File: config.mk
export PLATFORM = sky130hd
export DESIGN_NAME = dring_engine
export DESIGN_NICKNAME = d
export VERILOG_FILES = /design/src/rtl/dre_pkg.sv /design/src/rtl/dre_memseq.sv /design/src/rtl/dre_lenfmt.sv /design/src/rtl/dre_walker.sv /design/src/rtl/dring_engine.sv
export SDC_FILE = /design/constraint.sdc
export NUM_CORES = 1
export LEC_CHECK = 0
export BUFFER_PORTS_ARGS = -buffer_cell sky130_fd_sc_hd__buf_2
export CAP_MARGIN = 20
export CORE_UTILIZATION = 32
export CTS_CLUSTER_SIZE = 25
export DETAILED_ROUTE_END_ITERATION = 16
export GPL_TIMING_DRIVEN = 0
export HOLD_SLACK_MARGIN = 0.06
export SLEW_MARGIN = 20
export SYNTH_ARGS = -nofsm -noshare
export SYNTH_HDL_FRONTEND = slang
export SYNTH_SLANG_ARGS = --single-unit
File: constraint.sdc
create_clock -name clk -period 3.05 [get_ports clk]
set_clock_uncertainty 0.05 [all_clocks]
set_input_delay 0.4575 -clock clk [delete_from_list [all_inputs] [get_ports clk]]
set_output_delay 0.4575 -clock clk [all_outputs]
set_load 0.02 [all_outputs]
File: src/rtl/dre_pkg.sv
package dre_pkg;
  localparam int WORD_W     = 32;
  localparam int WORD_BYTES = WORD_W / 8;
  localparam int DESC_WORDS = 4;
  localparam int IDX_INFO   = 0;
  localparam int IDX_NEXT   = 1;
  localparam int IDX_BUF    = 2;
  localparam int IDX_LEN    = 3;
  localparam int OWN_BIT    = 0;
  localparam int SKIP_BIT   = 2;
  localparam int IRQ_BIT    = 7;

  typedef enum logic [2:0] {
    ST_IDLE, ST_NEXT, ST_FETCH, ST_CHECK, ST_MOVE, ST_WB_LEN, ST_WB_FLAG, ST_WAIT
  } walk_st_t;
endpackage

File: src/rtl/dre_memseq.sv
module dre_memseq
  import dre_pkg::*;
#(
  parameter int ADDR_W = 32
) (
  input  logic                               clk,
  input  logic                               rst,
  input  logic                               fetch_go,
  input  logic                               wr_go,
  input  logic [ADDR_W-1:0]                  base,
  input  logic [ADDR_W-1:0]                  wr_addr,
  input  logic [WORD_W-1:0]                  wr_data,
  output logic                               seq_done,
  output logic [DESC_WORDS-1:0][WORD_W-1:0]  words_o,
  output logic                               mem_req,
  output logic                               mem_we,
  output logic [ADDR_W-1:0]                  mem_addr,
  output logic [WORD_W-1:0]                  mem_wdata,
  input  logic                               mem_ack,
  input  logic [WORD_W-1:0]                  mem_rdata
);
  localparam int IDX_W = $clog2(DESC_WORDS);

  logic [IDX_W-1:0] idx;
  logic             rd_beat;

  assign rd_beat = mem_req && mem_ack && !mem_we;

  always_ff @(posedge clk) begin
    if (rst) begin
      mem_req   <= 1'b0;
      mem_we    <= 1'b0;
      mem_addr  <= '0;
      mem_wdata <= '0;
      idx       <= '0;
      seq_done  <= 1'b0;
    end else begin
      seq_done <= 1'b0;
      if (!mem_req) begin
        if (fetch_go) begin
          mem_req  <= 1'b1;
          mem_we   <= 1'b0;
          mem_addr <= base;
          idx      <= '0;
        end else if (wr_go) begin
          mem_req   <= 1'b1;
          mem_we    <= 1'b1;
          mem_addr  <= wr_addr;
          mem_wdata <= wr_data;
        end
      end else if (mem_ack) begin
        if (mem_we) begin
          mem_req  <= 1'b0;
          mem_we   <= 1'b0;
          seq_done <= 1'b1;
        end else if (idx == IDX_W'(DESC_WORDS - 1)) begin
          mem_req  <= 1'b0;
          seq_done <= 1'b1;
        end else begin
          idx      <= idx + 1'b1;
          mem_addr <= mem_addr + ADDR_W'(WORD_BYTES);
        end
      end
    end
  end

  for (genvar g = 0; g < DESC_WORDS; g++) begin : g_cap
    logic [WORD_W-1:0] word_q;
    always_ff @(posedge clk) begin
      if (rst) word_q <= '0;
      else if (rd_beat && idx == IDX_W'(g)) word_q <= mem_rdata;
    end
    assign words_o[g] = word_q;
  end
endmodule

File: src/rtl/dre_lenfmt.sv
module dre_lenfmt
  import dre_pkg::*;
#(
  parameter int LEN_STD_W = 16,
  parameter int LEN_EXT_W = 20
) (
  input  logic [WORD_W-1:0]    info,
  input  logic [WORD_W-1:0]    lenw,
  input  logic                 dir_rx,
  input  logic                 ext_len,
  input  logic [LEN_EXT_W-1:0] cnt,
  output logic [LEN_EXT_W-1:0] f_len,
  output logic                 f_tx_zero,
  output logic [WORD_W-1:0]    f_len_wb,
  output logic [WORD_W-1:0]    f_info_wb
);
  localparam int TOP = WORD_W - 1;

  logic [LEN_EXT_W-1:0] tx_len, rx_len;

  always_comb begin
    if (ext_len) begin
      tx_len   = lenw[LEN_EXT_W-1:0];
      rx_len   = info[TOP -: LEN_EXT_W];
      f_len_wb = {lenw[TOP:LEN_EXT_W], cnt};
    end else begin
      tx_len   = LEN_EXT_W'(lenw[LEN_STD_W-1:0]);
      rx_len   = LEN_EXT_W'(info[TOP -: LEN_STD_W]);
      f_len_wb = {lenw[TOP:LEN_STD_W], cnt[LEN_STD_W-1:0]};
    end
    f_len     = dir_rx ? rx_len : tx_len;
    f_tx_zero = !dir_rx && (tx_len == '0);
    f_info_wb = info;
    f_info_wb[OWN_BIT] = 1'b0;
  end
endmodule

File: src/rtl/dre_walker.sv
module dre_walker
  import dre_pkg::*;
#(
  parameter int ADDR_W    = 32,
  parameter int LEN_EXT_W = 20
) (
  input  logic                 clk,
  input  logic                 rst,
  input  logic                 cmd_start,
  input  logic                 cmd_stop,
  input  logic                 cmd_resume,
  input  logic [ADDR_W-1:0]    start_addr,
  input  logic                 zlp_en,
  input  logic                 d_own,
  input  logic                 d_skip,
  input  logic                 d_irq,
  input  logic [WORD_W-1:0]    d_next,
  input  logic [LEN_EXT_W-1:0] f_len,
  input  logic                 f_tx_zero,
  input  logic [WORD_W-1:0]    f_len_wb,
  input  logic [WORD_W-1:0]    f_info_wb,
  input  logic                 seq_done,
  input  logic                 xfer_done,
  output logic                 fetch_go,
  output logic                 wr_go,
  output logic [ADDR_W-1:0]    wr_addr,
  output logic [WORD_W-1:0]    wr_data,
  output logic [ADDR_W-1:0]    cur,
  output logic                 active,
  output logic                 done_pulse,
  output logic                 lenerr_pulse,
  output logic                 xfer_req,
  output logic [LEN_EXT_W-1:0] xfer_len
);
  localparam int LEN_OFS = IDX_LEN * WORD_BYTES;

  walk_st_t st;
  logic     stop_pend, resume_pend;

  always_ff @(posedge clk) begin
    if (rst) begin
      stop_pend   <= 1'b0;
      resume_pend <= 1'b0;
    end else begin
      if (st == ST_IDLE)  stop_pend <= 1'b0;
      else if (cmd_stop)  stop_pend <= 1'b1;

      if (st == ST_IDLE)        resume_pend <= 1'b0;
      else if (cmd_resume)      resume_pend <= 1'b1;
      else if (st == ST_NEXT)   resume_pend <= 1'b0;
    end
  end

  always_ff @(posedge clk) begin
    if (rst) begin
      st           <= ST_IDLE;
      cur          <= '0;
      active       <= 1'b0;
      fetch_go     <= 1'b0;
      wr_go        <= 1'b0;
      wr_addr      <= '0;
      wr_data      <= '0;
      done_pulse   <= 1'b0;
      lenerr_pulse <= 1'b0;
      xfer_req     <= 1'b0;
      xfer_len     <= '0;
    end else begin
      fetch_go     <= 1'b0;
      wr_go        <= 1'b0;
      done_pulse   <= 1'b0;
      lenerr_pulse <= 1'b0;
      case (st)
        ST_IDLE: begin
          if (cmd_start) begin
            cur    <= start_addr;
            active <= 1'b1;
            st     <= ST_NEXT;
          end
        end
        ST_NEXT: begin
          if (stop_pend) begin
            active <= 1'b0;
            st     <= ST_IDLE;
          end else begin
            fetch_go <= 1'b1;
            st       <= ST_FETCH;
          end
        end
        ST_FETCH: begin
          if (seq_done) st <= ST_CHECK;
        end
        ST_CHECK: begin
          if (!d_own) begin
            st <= ST_WAIT;
          end else if (d_skip) begin
            wr_go   <= 1'b1;
            wr_addr <= cur;
            wr_data <= f_info_wb;
            st      <= ST_WB_FLAG;
          end else if (f_tx_zero && !zlp_en) begin
            lenerr_pulse <= 1'b1;
            st           <= ST_WAIT;
          end else begin
            xfer_req <= 1'b1;
            xfer_len <= f_len;
            st       <= ST_MOVE;
          end
        end
        ST_MOVE: begin
          if (xfer_done) begin
            xfer_req <= 1'b0;
            wr_go    <= 1'b1;
            wr_addr  <= cur + ADDR_W'(LEN_OFS);
            wr_data  <= f_len_wb;
            st       <= ST_WB_LEN;
          end
        end
        ST_WB_LEN: begin
          if (seq_done) begin
            wr_go   <= 1'b1;
            wr_addr <= cur;
            wr_data <= f_info_wb;
            st      <= ST_WB_FLAG;
          end
        end
        ST_WB_FLAG: begin
          if (seq_done) begin
            done_pulse <= d_irq;
            cur        <= ADDR_W'(d_next);
            st         <= ST_NEXT;
          end
        end
        ST_WAIT: begin
          if (stop_pend) begin
            active <= 1'b0;
            st     <= ST_IDLE;
          end else if (resume_pend) begin
            st <= ST_NEXT;
          end
        end
        default: st <= ST_IDLE;
      endcase
    end
  end
endmodule

File: src/rtl/dring_engine.sv
module dring_engine
  import dre_pkg::*;
#(
  parameter int ADDR_W    = 32,
  parameter int LEN_STD_W = 16,
  parameter int LEN_EXT_W = 20
) (
  input  logic                 clk,
  input  logic                 rst,
  input  logic                 cmd_start,
  input  logic                 cmd_stop,
  input  logic                 cmd_resume,
  input  logic [ADDR_W-1:0]    start_addr,
  input  logic                 dir_rx,
  input  logic                 ext_len,
  input  logic                 zlp_en,
  output logic                 q_active,
  output logic [ADDR_W-1:0]    cur_desc,
  output logic                 mem_req,
  output logic                 mem_we,
  output logic [ADDR_W-1:0]    mem_addr,
  output logic [31:0]          mem_wdata,
  input  logic                 mem_ack,
  input  logic [31:0]          mem_rdata,
  output logic                 xfer_req,
  output logic [LEN_EXT_W-1:0] xfer_len,
  output logic [31:0]          xfer_buf,
  input  logic                 xfer_done,
  input  logic [LEN_EXT_W-1:0] xfer_cnt,
  output logic                 done_pulse,
  output logic                 lenerr_pulse
);
  logic [DESC_WORDS-1:0][WORD_W-1:0] words;
  logic                 fetch_go, wr_go, seq_done;
  logic [ADDR_W-1:0]    wr_addr;
  logic [WORD_W-1:0]    wr_data;
  logic [LEN_EXT_W-1:0] f_len;
  logic                 f_tx_zero;
  logic [WORD_W-1:0]    f_len_wb, f_info_wb;

  assign xfer_buf = words[IDX_BUF];

  dre_memseq #(.ADDR_W(ADDR_W)) seq_i (
    .clk       (clk),
    .rst       (rst),
    .fetch_go  (fetch_go),
    .wr_go     (wr_go),
    .base      (cur_desc),
    .wr_addr   (wr_addr),
    .wr_data   (wr_data),
    .seq_done  (seq_done),
    .words_o   (words),
    .mem_req   (mem_req),
    .mem_we    (mem_we),
    .mem_addr  (mem_addr),
    .mem_wdata (mem_wdata),
    .mem_ack   (mem_ack),
    .mem_rdata (mem_rdata)
  );

  dre_lenfmt #(.LEN_STD_W(LEN_STD_W), .LEN_EXT_W(LEN_EXT_W)) fmt_i (
    .info      (words[IDX_INFO]),
    .lenw      (words[IDX_LEN]),
    .dir_rx    (dir_rx),
    .ext_len   (ext_len),
    .cnt       (xfer_cnt),
    .f_len     (f_len),
    .f_tx_zero (f_tx_zero),
    .f_len_wb  (f_len_wb),
    .f_info_wb (f_info_wb)
  );

  dre_walker #(.ADDR_W(ADDR_W), .LEN_EXT_W(LEN_EXT_W)) walk_i (
    .clk          (clk),
    .rst          (rst),
    .cmd_start    (cmd_start),
    .cmd_stop     (cmd_stop),
    .cmd_resume   (cmd_resume),
    .start_addr   (start_addr),
    .zlp_en       (zlp_en),
    .d_own        (words[IDX_INFO][OWN_BIT]),
    .d_skip       (words[IDX_INFO][SKIP_BIT]),
    .d_irq        (words[IDX_INFO][IRQ_BIT]),
    .d_next       (words[IDX_NEXT]),
    .f_len        (f_len),
    .f_tx_zero    (f_tx_zero),
    .f_len_wb     (f_len_wb),
    .f_info_wb    (f_info_wb),
    .seq_done     (seq_done),
    .xfer_done    (xfer_done),
    .fetch_go     (fetch_go),
    .wr_go        (wr_go),
    .wr_addr      (wr_addr),
    .wr_data      (wr_data),
    .cur          (cur_desc),
    .active       (q_active),
    .done_pulse   (done_pulse),
    .lenerr_pulse (lenerr_pulse),
    .xfer_req     (xfer_req),
    .xfer_len     (xfer_len)
  );
endmodule

==> flow_summary.ini, run 1 <==
[clocking]
cts_root_buffer = clkbuf_16
cts.htree.levels = 2
cts_tree = built
clockBufferDepth = 3
path_clk_slew_ns = 0.06
ctsResizeCount = 0
clk_latency_ns = 0.56
cts_made_buffers = 39
cts_sinks = 324
cts_setup_buffers = 0
cts_hold_buf = 0

[synthesis]
ys_ff_latch = 324
synthCells = 1770
synthesis.area_sq_um = 14300
ys_warn_count = 0
synth_top_area_share_pct = 45.3
yosys_most_used_dff = dfxtp_1
ys_types = 74
synth_edf_count = 0
avgSynthCellArea_sq_um = 8.09
synthTopCellsByArea = dfxtp_1, nand2_1, a21oi_1
ys_async_sr_fraction_pct = 0
syn_nets = 1870
ys_seq_area_share_pct = 45.3
yosysMostFrequentCell = nand2_1
yosysTopAreaCell = dfxtp_1
synth_common_cells = nand2_1, dfxtp_1, a21oi_1, nor2_1

[final_layout]
instances_no_fill = 2678
drive_gt1_share_pct = 16.9
fill_cells = 4540
synthToLayoutAreaGrowth_pct = 23.2
fin_nets = 2157

[place]
portBuffers = 245
dp_hpwl_microns = 43900
numPlacedInstances = 2608
place.gp.congestion = 0.927
dp_slack_ns = 0.129

[power]
p_int_mw = 8.77
power.switching_mw = 4.70
ir_worst_vdd_mv = 0.392
p_clk_share_pct = 35.9
power_density_nw_per_um2 = 764
pwr-share-comb_pct = 25.3
power_mw = 13.5
seqPwrFrac_pct = 38.8
p_leak_nw = 6.55
swShare_pct = 34.9

[grt]
grt-ovfl-total = 0
gr-usage-met3_pct = 4.25
use_met2_pct = 40.6
track_usage_pct = 24.9
grt_max_degree = 13
grt_pass1_wl_microns = 84200
busiest_layer = met2
grt_pass1_vias = 13300
gr-usage-met1_pct = 33.5
antenna_found_initial = 2

[route]
vias = 14200
drc_errors = 0
vias_per_cell = 5.29
routedWlPerCell_microns = 21.5
drt_pass1_iterations = 6
drt_wl_total_microns = 57700
drtAntennaViolNets = 0
drt-initial-drc-count = 1209

[critical_path]
end_kind = register
max_stage_delay_ns = 0.67
ff2ff_setup_slack_ns = 0.09
crit_start = seq_i.g_cap[3].word_q[0]
worstSetupPathType = reg2reg
timing.rr.end = walk_i.xfer_len[10]
cp.required_ns = 3.48
endpoint = walk_i.xfer_len[10]
r2r-start = seq_i.g_cap[3].word_q[0]
critical_path.top_delay_family = compound AO/OA/AOI/OAI gates
reg2regPathDepth = 7
cp_max_fo = 10
worst-path-stages = 7
slowest_stage = o2111ai_1
critPathBufInv = 2
worstPathCellList = nor4_1 > nand3_1 > o2111ai_1 > buf_2 > buf_1 > nand2_1 > a21oi_1
arrival_ns = 3.39
startpoint_type = register

[hold_path]
hold_depth = 3
worstHoldPathType = in2reg

[sta]
hold_violations = 0
slew_viol_final = 0
period_needed_ns = 2.96
relSlewSlack_pct = 36.2
fin_ws_ns = 0.0878
fin_hold_ws_ns = 0.0979
clock.fmax_mhz = 338
rsz0062_at_grt = false
setup_viol = 0
fin_crit_sh_pct = 97.1
worst_pin_slew_ns = 0.957

[floorplanning]
placementRows = 77
start_util_pct = 32.4
die-area_sq_um = 45600
core-area_sq_um = 44200
boundaryPins = 248
die_x_microns = 214
die_height_microns = 214

[job]
maxCapViolations = 0

[run_status]
status = finished clean
[power by group through the flow]
stage / logic, mW / registers [mW] / clock network [mW]
floorplan: 1.99 / 5.37 / 0
global placement: 3.34 / 5.28 / 0
detailed placement: 3.37 / 5.30 / 0
CTS: 3.38 / 5.20 / 4.91
global route: 3.69 / 5.27 / 5.08
finish: 3.40 / 5.23 / 4.84
[flip-flops by register name, indices dropped and copies added, names as in the netlist, 2 cells and up]
register            count
seq_i.g_cap.word_q    128
walk_i.xfer_len        20
seq_i.mem_addr         32
walk_i.st               3
seq_i.mem_wdata        32
seq_i.idx               2
walk_i.wr_addr         32
walk_i.wr_data         32
walk_i.cur             32
[worst min-delay path by stage]
stage / slack (ns) / end / startpoint
3_5_place_dp: 0.39 / walk_i.wr_addr[1] / walk_i.wr_addr[1]
4_1_cts: 0.07 / walk_i.resume_pend / cmd_resume
2_1_floorplan: 0.38 / walk_i.done_pulse / seq_i.g_cap[0].word_q[7]
3_3_place_gp: 0.39 / seq_i.g_cap[2].word_q[0] / seq_i.g_cap[2].word_q[0]
5_1_grt: 0.11 / walk_i.resume_pend / cmd_resume
6_report: 0.1 / walk_i.resume_pend / cmd_resume
[final cells by class]
class / instances / area [sq um] / share of cell area (%)
multi-input combinational: 1290 / 7210 / 40.9
sequential: 324 / 6490 / 36.8
timing repair buffer: 246 / 1230 / 6.99
clock buffer: 58 / 1150 / 6.51
tap: 592 / 741 / 4.20
buffer: 142 / 592 / 3.35
clock inverter: 11 / 174 / 0.986
inverter: 14 / 52.6 / 0.298
antenna: 1 / 2.50 / 0.0142
[logic make-up after synthesis]
kind of cell	synth area share, %
adders and majority gates	0.524
muxes	7.72
DFF	45.3
and+or+nand+nor	22.0
xor gates and xnor gates	1.35
AOI/OAI and AO/OA	18.6
buffers and inverters	4.50
[worst min-delay path, cell delays in order]
cell and delay (ns):
buf_2 0.10, nand2_1 0.05, a21oi_1 0.05
[cell usage in the layout, fill, tap and decap left out, types with 11 or more instances in the layout]
cell / count
nand2_1: 407
dfxtp_1: 324
buf_2: 260
a21oi_1: 232
nor2_1: 154
clkbuf_1: 116
mux2i_1: 106
a211oi_1: 93
clkbuf_16: 40
nor3_1: 30
nand3_1: 24
o21ai_0: 19
nor4_1: 17
a211o_1: 17
xnor2_1: 15
inv_1: 13
buf_1: 13
nand4_1: 11
[layer usage]
| metal | share of wire, % | up-vias |
|---|---|---|
| li1 | - | 6777 |
| met1 | 44 | 6775 |
| met2 | 46 | 530 |
| met3 | 7.0 | 94 |
| met4 | 2.9 | 2 |
| met5 | 0.023 | - |
[metrics by stage]
stage | util (%) | TNS [ns] | instance area, sq um
6_report | 39.9 | 0 | 17600
5_1_grt | 39.9 | 0 | 17600
4_1_cts | 39.9 | 0 | 17600
3_5_place_dp | 36.9 | 0 | 16300
3_3_place_gp | 36.8 | -4.59 | 16300
2_1_floorplan | - | 0 | 14300
No activity file was read; power rests on OpenSTA's default activity.
==> inputs of run 2 (changes only) <==
- CELL_PAD_IN_SITES_DETAIL_PLACEMENT: unset -> 1
- CELL_PAD_IN_SITES_GLOBAL_PLACEMENT: unset -> 2
- CORE_UTILIZATION: 32 -> 27
- PLACE_DENSITY_LB_ADDON: unset -> 0.1
- TNS_END_PERCENT: unset -> 10
==> flow_summary.ini, run 2 (synthesis results as in run 1) <==
[run_status]
status = finished clean

[clocking]
cts_root_buffer = clkbuf_16
clk_latency_ns = 0.56
cts_tree = built
cts_sinks = 324
clockBufferDepth = 3
cts_hold_buf = 0
cts.htree.levels = 2
cts_setup_buffers = 0
cts_made_buffers = 40
path_clk_slew_ns = 0.06

[sta]
hold_violations = 0
slew_viol_final = 0
fin_crit_sh_pct = 97.1
fin_hold_ws_ns = 0.105
worst_pin_slew_ns = 1.07
relSlewSlack_pct = 28.8
rsz0062_at_grt = true
period_needed_ns = 2.96
fin_ws_ns = 0.0879
clock.fmax_mhz = 338
setup_viol = 0

[final_layout]
synthToLayoutAreaGrowth_pct = 24.1
diodes = 0
fill_cells = 6336
layout_common_cells = nand2_1, dfxtp_1, buf_2, a21oi_1, nor2_1
regMostFlops = seq_i.g_cap.word_q
drive_gt1_share_pct = 17.1
final_area_sq_um = 17800
layout_commonest_cell = nand2_1
utilization_pct = 33.9
largest_reg_flops = 128
fin_nets = 2157

[route]
routedWlPerCell_microns = 23.6
vias = 14000
drt_pass1_iterations = 5
drtAntennaViolNets = 0
drt-initial-drc-count = 836
drc_errors = 0
drt_wl_total_microns = 65300
vias_per_cell = 5.05

[floorplanning]
die_x_microns = 232
die_height_microns = 232
placementRows = 84
die-area_sq_um = 54000
boundaryPins = 248
core-area_sq_um = 52400
start_util_pct = 27.3

[critical_path]
arrival_ns = 3.37
cp.required_ns = 3.46
slowest_stage = dfxtp_1
end_kind = register
worstSetupPathType = reg2reg
max_stage_delay_ns = 0.49
worstPathCellList = inv_1 > ha_1 > nor4b_4 > nand4bb_1 > buf_2 > nor4_1 > xnor2_1 > a211oi_1
cp_max_fo = 10
startpoint_type = register

[power]
power_density_nw_per_um2 = 773
ir_worst_vdd_mv = 0.443
seqPwrFrac_pct = 38.2
power_mw = 13.7
swShare_pct = 35.8
p_clk_share_pct = 36.1
power.switching_mw = 4.93
p_int_mw = 8.82
pwr-share-comb_pct = 25.7
p_leak_nw = 6.56

[grt]
antenna_found_initial = 0
grt_max_degree = 14
grt-ovfl-total = 0
grt_pass1_vias = 14100
grt_pass1_wl_microns = 94900
track_usage_pct = 24.0

[place]
placed_area_sq_um = 16400
dp_hpwl_microns = 50400
dp_slack_ns = -0.136
portBuffers = 245
place.gp.congestion = 0.853

[hold_path]
worstHoldPathType = in2reg

[job]
maxCapViolations = 0
==> run 2: worst max-delay path: cells and delay by family (launching register included) <==
kind / cells / cell delay, ns
AOI/OAI and AO/OA: 1 / 0.24
adders and majority gates: 1 / 0.36
and+or+nand+nor: 3 / 1.15
xor gates and xnor gates: 1 / 0.15
DFF: 1 / 0.49
buffers and inverters: 2 / 0.42
==> run 2: layout make-up <==
type	instances	area, sq um	share of cell area, %
Sequential cell	324	6490	36.5
Multi-Input combinational cell	1290	7240	40.7
Clock inverter	15	204	1.15
Timing Repair Buffer	245	1230	6.90
Tap cell	688	861	4.84
Buffer	142	593	3.34
Inverter	14	52.6	0.296
Clock buffer	53	1120	6.31
==> run 2: worst paths after layout <==
path                            slack (ns)  cells past startpoint                   to           startpoint
worst max-delay path                  0.09                      8   walk_i.wr_addr[30]        walk_i.cur[2]
worst min-delay path                  0.10                      3   walk_i.resume_pend           cmd_resume
worst max register to register        0.09                      8   walk_i.wr_addr[30]        walk_i.cur[2]
worst min register to register        0.40                      2  walk_i.xfer_len[16]  walk_i.xfer_len[16]
==> run 2: power groups by stage <==
stage	Sequential [mW]	Combinational [mW]	Clock, mW
floorplan	5.37	1.99	0
global placement	5.33	3.48	0
detailed placement	5.34	3.53	0
CTS	5.25	3.55	5.08
global route	5.32	3.85	5.23
finish	5.26	3.53	4.96
==> run 2: stage by stage <==
step / instances / TNS, ns
floorplan: 1770 / 0
global placement: 2703 / -9.02
detailed placement: 2703 / -0.136
CTS: 2771 / 0
global route: 2771 / -0.0815
finish: 2771 / 0
==> run 2: routing by layer <==
| metal | part of all wire [%] | GRT usage (%) | vias up |
|---|---|---|---|
| met5 | 0 | 0 | - |
| li1 | - | - | 6759 |
| met1 | 47 | 32.4 | 6843 |
| met2 | 46 | 38.9 | 311 |
| met4 | 3.2 | 8.57 | 0 |
| met3 | 4.3 | 3.38 | 88 |
==> run 2: timing repair <==
item | CTS | global route
resized for setup | 1 | 4
setup endpoints to repair | 1 | 9
pin swaps | 0 | 0
==> inputs of run 3 (changes only) <==
- ABC_AREA: unset -> 1
==> flow_summary.ini, run 3 <==
[final_layout]
drive_gt1_share_pct = 15.5
layout_commonest_cell = nand2_1
synthToLayoutAreaGrowth_pct = 24.1
instances_no_fill = 3149
multi_input_comb_area_sq_um = 7060
regMostFlops = seq_i.g_cap.word_q
final_area_sq_um = 18300
fin_nets = 2520
largest_reg_flops = 128
layout_common_cells = nand2_1, dfxtp_1, buf_2, o21ai_0, a21oi_1
seqCellArea_sq_um = 6490
utilization_pct = 34.0
fill_cells = 6779

[floorplanning]
die_height_microns = 236
die_x_microns = 236
boundaryPins = 248
die-area_sq_um = 55600
start_util_pct = 27.4
placementRows = 85
core-area_sq_um = 53900

[place]
portBuffers = 245
place.gp.congestion = 0.851
dp_hpwl_microns = 54200
placed_area_sq_um = 16900
numPlacedInstances = 3071

[clocking]
cts_root_buffer = clkbuf_16
ctsResizeCount = 0
cts_made_buffers = 41
cts_hold_buf = 2
cts_setup_buffers = 0
clk_latency_ns = 0.57
cts_tree = built
path_clk_slew_ns = 0.06
cts_sinks = 324
cts.htree.levels = 2
clockBufferDepth = 3

[sta]
setup_viol = 0
fin_crit_sh_pct = 77.9
worst_pin_slew_ns = 0.893
slew_viol_final = 0
clock.fmax_mhz = 421
period_needed_ns = 2.38
setup-tns-final_ns = 0
hold_violations = 0
relSlewSlack_pct = 40.4
rsz0062_at_grt = false

[power]
power_density_nw_per_um2 = 865
ir_worst_vdd_mv = 0.307
p_leak_nw = 7.33
power_mw = 15.8

[synthesis]
avgSynthCellArea_sq_um = 6.93
yosysMostFrequentCell = nand2_1
synth_common_cells = nand2_1, dfxtp_1, o21ai_0, a21oi_1, nor2_1
yosysTopAreaCell = dfxtp_1
ys_seq_area_share_pct = 43.9
ys_types = 40
synth_edf_count = 0
synthTopCellsByArea = dfxtp_1, nand2_1, o21ai_0
ys_async_sr_fraction_pct = 0
syn_nets = 2230
ys_ff_latch = 324
synth_top_area_share_pct = 43.9
ys_warn_count = 0
synthCells = 2130
yosys_most_used_dff = dfxtp_1
synthesis.area_sq_um = 14800

[critical_path]
r2r-start = seq_i.mem_req
reg2regPathDepth = 7
ff2ff_setup_slack_ns = 0.67
slowest_stage = o21ai_0
end_kind = register
arrival_ns = 2.76
critPathBufInv = 2
worstSetupPathType = reg2reg
max_stage_delay_ns = 0.56
startpoint_type = register
worstPathCellList = buf_4 > nand2_2 > nor2_4 > buf_2 > nand2_1 > o21ai_0 > a21oi_1
timing.rr.end = seq_i.g_cap[0].word_q[2]
cp_max_fo = 10
cp.required_ns = 3.43
critical_path.top_delay_family = simple AND/OR/NAND/NOR gates

[job]
maxCapViolations = 0

[route]
drc_errors = 0
drt-initial-drc-count = 1088
drtAntennaViolNets = 0
drt_pass1_iterations = 7
drt_wl_total_microns = 69100
vias_per_cell = 5.02
vias = 15800
routedWlPerCell_microns = 21.9

[grt]
grt_pass1_wl_microns = 102000
grt_pass1_vias = 15900
antenna_found_initial = 7
grt-ovfl-total = 0
grt_max_degree = 13
track_usage_pct = 24.5

[hold_path]
worstHoldPathType = in2reg
hold_depth = 3
hold_end = walk_i.wr_data[0]
min_from = xfer_cnt[0]

[run_status]
status = finished clean
-- run 3: cell count changes in the layout (fill, tap and decap cells not counted), moves of 49 or more --
cell / before / now
o21ai_0: 19 / 265
mux2i_1: 106 / 0
a211oi_1: 93 / 3
nor2_1: 154 / 217
nand2_1: 407 / 456
inv_1: 13 / 156
nand3_1: 24 / 118
-- run 3: cells by family (layout without fill, tap and decap cells) --
kind of cell             Yosys count  count (layout)  synth area share [%]
AND/OR/NAND/NOR                  855             855                  24.1
AO/OA/AOI/OAI                    616             616                  21.9
flip-flops                       324             324                  43.9
buffers and inverters            306             627                  8.23
XOR/XNOR                          23              23                  1.36
adder cells (fa/ha/maj)            6               6                 0.509
other                              0               2                     0
-- run 3: area by class of cell --
type                       instances  share of cell area, %
buffer                           142                   3.26
inverter                         164                   3.37
timing repair buffer             247                   6.80
clock buffer                      57                   6.65
clock inverter                    17                   1.20
antenna                            2                 0.0273
sequential                       324                   35.4
tap                              696                   4.75
multi-input combinational       1500                   38.5
-- run 3: worst max path at each step --
| stage | start | end | slack, ns | depth (start not counted) |
|---|---|---|---|---|
| 6_report | seq_i.mem_req | seq_i.g_cap[0].word_q[2] | 0.67 | 7 |
| 5_1_grt | seq_i.mem_req | seq_i.mem_addr[20] | 0.54 | 10 |
| 4_1_cts | seq_i.mem_req | seq_i.g_cap[0].word_q[2] | 0.71 | 7 |
| 3_5_place_dp | rst | seq_i.g_cap[0].word_q[2] | 0.31 | 7 |
| 3_3_place_gp | rst | seq_i.g_cap[0].word_q[7] | 0.30 | 7 |
| 2_1_floorplan | walk_i.cur[2] | walk_i.wr_addr[30] | 1.28 | 12 |
-- run 3: worst min-delay path, stage by stage --
cell and delay [ns]:
buf_2 0.10, nand3_1 0.07, a21oi_1 0.05
-- run 3: per-stage QoR --
step           hold slack (ns)  setup slack (ns)
2_1_floorplan            0.375              1.28
3_3_place_gp             0.383             0.305
3_5_place_dp             0.392             0.310
4_1_cts                 0.0815             0.714
5_1_grt                 0.0979             0.536
6_report                 0.106             0.673
-- run 3: power breakdown --
group / switching, mW / internal (mW) / total, mW
Sequential: 0.985 / 4.94 / 5.93
Combinational: 3.37 / 1.33 / 4.70
Clock: 2.01 / 3.21 / 5.22
Total: 6.36 / 9.49 / 15.8
-- run 3: routing by layer --
layer	vias to the layer above	share of wire, %	track usage [%]
met5	-	0.055	0
li1	7669	-	-
met1	7610	48	34.5
met2	421	43	37.5
met4	6	3.5	9.07
met3	110	5.4	3.71
